--- src/rtl/irq_gate.sv ---
module irq_gate #(
  parameter int LW        = 3,
  parameter int VW        = 8,
  parameter int SPUR_VEC  = 24,
  parameter int AUTO_BASE = 24
) (
  input  logic          clk,
  input  logic          rst_n,
  input  logic [LW-1:0] irq_lvl_i,
  input  logic          sr_wr_i,
  input  logic [LW-1:0] sr_mask_i,
  input  logic          sr_sup_i,
  input  logic          resp_valid_i,
  input  logic [1:0]    resp_kind_i,
  input  logic [VW-1:0] resp_vec_i,
  output logic          iack_o,
  output logic [LW-1:0] iack_lvl_o,
  output logic          take_o,
  output logic [VW-1:0] vec_num_o,
  output logic [VW+1:0] vec_addr_o,
  output logic [LW-1:0] sr_mask_o,
  output logic          sr_sup_o,
  output logic          sp_sel_o
);
  localparam logic [LW-1:0] TOP = {LW{1'b1}};

  logic [LW-1:0] s1, s2, s3;
  logic          armed;
  logic [VW-1:0] vsel;

  wire lvl_ok  = (s2 == s3);
  wire hit_top = (s2 == TOP);
  wire want    = !iack_o && lvl_ok && (s2 != '0) &&
                 (hit_top ? armed : (s2 > sr_mask_o));

  always_comb begin
    case (resp_kind_i)
      2'd1:    vsel = VW'(AUTO_BASE) + VW'(iack_lvl_o);
      2'd2:    vsel = resp_vec_i;
      default: vsel = VW'(SPUR_VEC);
    endcase
  end

  assign sp_sel_o = sr_sup_o;

  always_ff @(posedge clk) begin
    if (!rst_n) begin
      s1         <= '0;
      s2         <= '0;
      s3         <= '0;
      armed      <= 1'b1;
      iack_o     <= 1'b0;
      iack_lvl_o <= '0;
      take_o     <= 1'b0;
      vec_num_o  <= '0;
      vec_addr_o <= '0;
      sr_mask_o  <= TOP;
      sr_sup_o   <= 1'b1;
    end else begin
      s1     <= irq_lvl_i;
      s2     <= s1;
      s3     <= s2;
      take_o <= 1'b0;
      if (lvl_ok && !hit_top) armed <= 1'b1;
      if (want) begin
        iack_o     <= 1'b1;
        iack_lvl_o <= s2;
        if (hit_top) armed <= 1'b0;
      end
      if (iack_o && resp_valid_i) begin
        iack_o     <= 1'b0;
        take_o     <= 1'b1;
        vec_num_o  <= vsel;
        vec_addr_o <= {vsel, 2'b00};
        sr_mask_o  <= iack_lvl_o;
        sr_sup_o   <= 1'b1;
      end else if (sr_wr_i) begin
        sr_mask_o <= sr_mask_i;
        sr_sup_o  <= sr_sup_i;
      end
    end
  end
endmodule

--- config.mk ---
export PLATFORM = sky130hd
export DESIGN_NAME = irq_gate
export DESIGN_NICKNAME = d
export VERILOG_FILES = /design/src/rtl/irq_gate.sv
export SDC_FILE = /design/constraint.sdc
export NUM_CORES = 1
export LEC_CHECK = 0
export ABC_CLOCK_PERIOD_IN_PS = 1600
export BUFFER_PORTS_ARGS = -buffer_cell sky130_fd_sc_hd__buf_2
export CORE_MARGIN = 2
export CORE_UTILIZATION = 25
export CTS_CLUSTER_DIAMETER = 120
export DETAILED_ROUTE_END_ITERATION = 8
export GPL_TIMING_DRIVEN = 0
export PLACE_DENSITY_LB_ADDON = 0.1
export SYNTH_ARGS = -nofsm -noshare
export SYNTH_HDL_FRONTEND = slang
export SYNTH_SLANG_ARGS = --single-unit
--- constraint.sdc ---
create_clock -name clk -period 1.6 [get_ports clk]
set_input_delay 0.24 -clock clk [delete_from_list [all_inputs] [get_ports clk]]
set_output_delay 0.24 -clock clk [all_outputs]
set_load 0.01 [all_outputs]
==> metrics <==
Data required, critical path 1800 ps; min Tclk post-route 1490 ps; Tot Pwr 1.22 mW; Slew Limit Fails 0; worst setup path class flip-flop to flip-flop; ys flop type dfxtp_1; largest net degree at the start of global routing 15; Clock Pin Slew Worst Setup and Hold Paths 90 ps; syn_area_per_cell 8.94 um^2; Power Density 786 nW/um^2; layout cells sized above 1 35.9%; placed cell count 234; Non-Filler Instances 238; number of port buffers 44; Die Y-Extent 73.5 um; RSZ-0062 raised after global routing no; ANT cells 0; Startpoint Class flip-flop; gr usage total 10.1%; CTS resizes 0; P_leak 0.756 nW; YS warnings 0; Unique masters post-synth 27; final setup fails 0; Post-Route WL 2.73 mm; Nets 211; critical path capture point type flip-flop; mean routed wirelength per cell 11.5 um; Buf+Inv Stages, Crit Path 0; global-route wire length before repair 4.27 mm; via count 1041; Max VDD drop 295 uV; Crit Path Max Fanout 5; antenna-violating nets left 0; number of CTS-inserted buffers 3; post-synth top area share 44.8%; DR iter-0 viols 23; Min-Delay Path Class input pin to flip-flop; Yosys reg bits 27; via count of the first global-routing pass 954; Top Ports 49; Worst path slowest cell dfxtp_1; setup tns final 0 ps; fmax 670 MHz; Post-Syn Area 1210 um^2; post-synth top area cell dfxtp_1; H-tree levels 1; Clock Tree Root clkbuf_8; max-cap violation count 0; status finished clean; Post-synth EDFFs 0; slowest stage delay, CP 430 ps; Area Overhead vs Synth 29.0%; Initial Util 25.7%; CTS tree done; Rows 25; via/cell ratio 4.37; initial antenna violation count 0; top cells by area, synth dfxtp_1 (45%), buf_4 (7.5%), nand2_1 (6.2%), ha_1 (5.2%), mux2i_1 (4.1%); crit-path cells xnor2_1, nand3_1, or3_4, nor2_4, mux2i_1; Hold Fails Final Rpt 0; drt pass-1 iters 4; routability cong. 0.743; delay-heaviest family, CP simple AND/OR/NAND/NOR gates; grt ovf 0; Post-CTS Hold Buffers 0; clk_skew 3.06 ps; cells after synthesis 135; crit share post-route 93.3%; post-DP HPWL 2.17 mm; Die X 73.5 um; sequential share of the synthesized area 44.8%; async set or reset register ratio after synthesis 0%; total clock sinks 27; die area 5400 um^2; Post-CTS Setup Bufs 0; clk_lat worst skew 270 ps; Core Region 4690 um^2; WP data arrival 1700 ps; DRC viols 0; deepest clock path buffer count 2
## cell usage in the layout (no fill, tap or decap), types with 2 or more instances in the layout
| cell type | n |
|---|---|
| nand2_1 | 20 |
| inv_1 | 8 |
| buf_4 | 12 |
| mux2i_1 | 5 |
| o211ai_1 | 3 |
| and2_1 | 7 |
| clkbuf_1 | 4 |
| conb_1 | 2 |
| a22oi_1 | 3 |
| a21boi_0 | 3 |
| xnor2_1 | 3 |
| a21oi_1 | 6 |
| nand3_1 | 5 |
| buf_2 | 44 |
| o21ai_0 | 5 |
| nor3_1 | 5 |
| dfxtp_1 | 26 |
| clkbuf_8 | 3 |
| ha_1 | 4 |
| nor2b_1 | 4 |
## logic make-up (layout without fill, tap and decap cells)
family,count (synthesis),in the layout,synth area share (%)
compound gates,24,24,12.7
other cells,1,2,0.311
fa+ha+maj,5,5,5.18
xor+xnor,3,3,2.18
mux,5,5,4.15
buf+inv,25,73,11.6
simple gates,45,45,19.1
flops,27,27,44.8
## registers in the layout (all words and copies together), names as in the netlist, 3 cells and up
register    cells
s1              3
iack_lvl_o      3
s2              3
sr_mask_o       3
s3              3
vec_addr_o      8
## path summary, 6_finish.rpt
check	slack [ps]	end	depth (start not counted)	startpoint
min reg2reg	440	s2[2]	1	s1[2]
min	170	s1[2]	2	irq_lvl_i[2]
max	110	iack_lvl_o[1]	5	s2[0]
max reg2reg	110	iack_lvl_o[1]	5	s2[0]
## stage by stage
| step | setup slack (ps) | cell area, um^2 | utilization [%] | hold slack (ps) |
|---|---|---|---|---|
| floorplan | 99.3 | 1210 | - | 367 |
| global placement | 86.6 | 1500 | 31.9 | 416 |
| detailed placement | 57.4 | 1500 | 31.9 | 419 |
| CTS | 48.9 | 1540 | 32.9 | 167 |
| global route | 7.02 | 1560 | 33.2 | 161 |
| finish | 107 | 1560 | 33.2 | 173 |
## metal layers
| layer | track usage (%) | routed length, um |
|---|---|---|
| met1 | 12.7 | 1280 |
| met2 | 16.6 | 1240 |
| met5 | 0 | 0 |
| met3 | 2.47 | 147 |
| met4 | 4.24 | 61 |
## synth_stat cells, types with 3 or more instances
| cell | instances |
|---|---|
| dfxtp_1 | 27 |
| nand2_1 | 20 |
| buf_4 | 12 |
| inv_1 | 8 |
| and2_1 | 7 |
| a21oi_1 | 6 |
| o21ai_0 | 6 |
| ha_1 | 5 |
| mux2i_1 | 5 |
| nand3_1 | 5 |
| nor3_1 | 5 |
| nor2b_1 | 4 |
| a21boi_0 | 3 |
| a22oi_1 | 3 |
| clkbuf_1 | 3 |
| o211ai_1 | 3 |
| xnor2_1 | 3 |
## layout make-up
class	instances	area [um^2]
Fill cell	521	3130
Multi-Input combinational cell	84	543
Sequential cell	27	542
Timing Repair Buffer	44	220
Buffer	17	110
Tap cell	54	67.6
Clock buffer	4	45.0
Inverter	8	30.0
## worst register-to-register path: stages, from the launching register on
cell and delay (ps):
dfxtp_1 430, xnor2_1 140, nand3_1 110, or3_4 390, nor2_4 160, mux2i_1 200
## where the power goes
part	switching (mW)	internal (mW)
sequential	0.0125	0.690
clock	0.205	0.178
combinational	0.0696	0.0690
No activity file was read; power rests on OpenSTA's default activity.
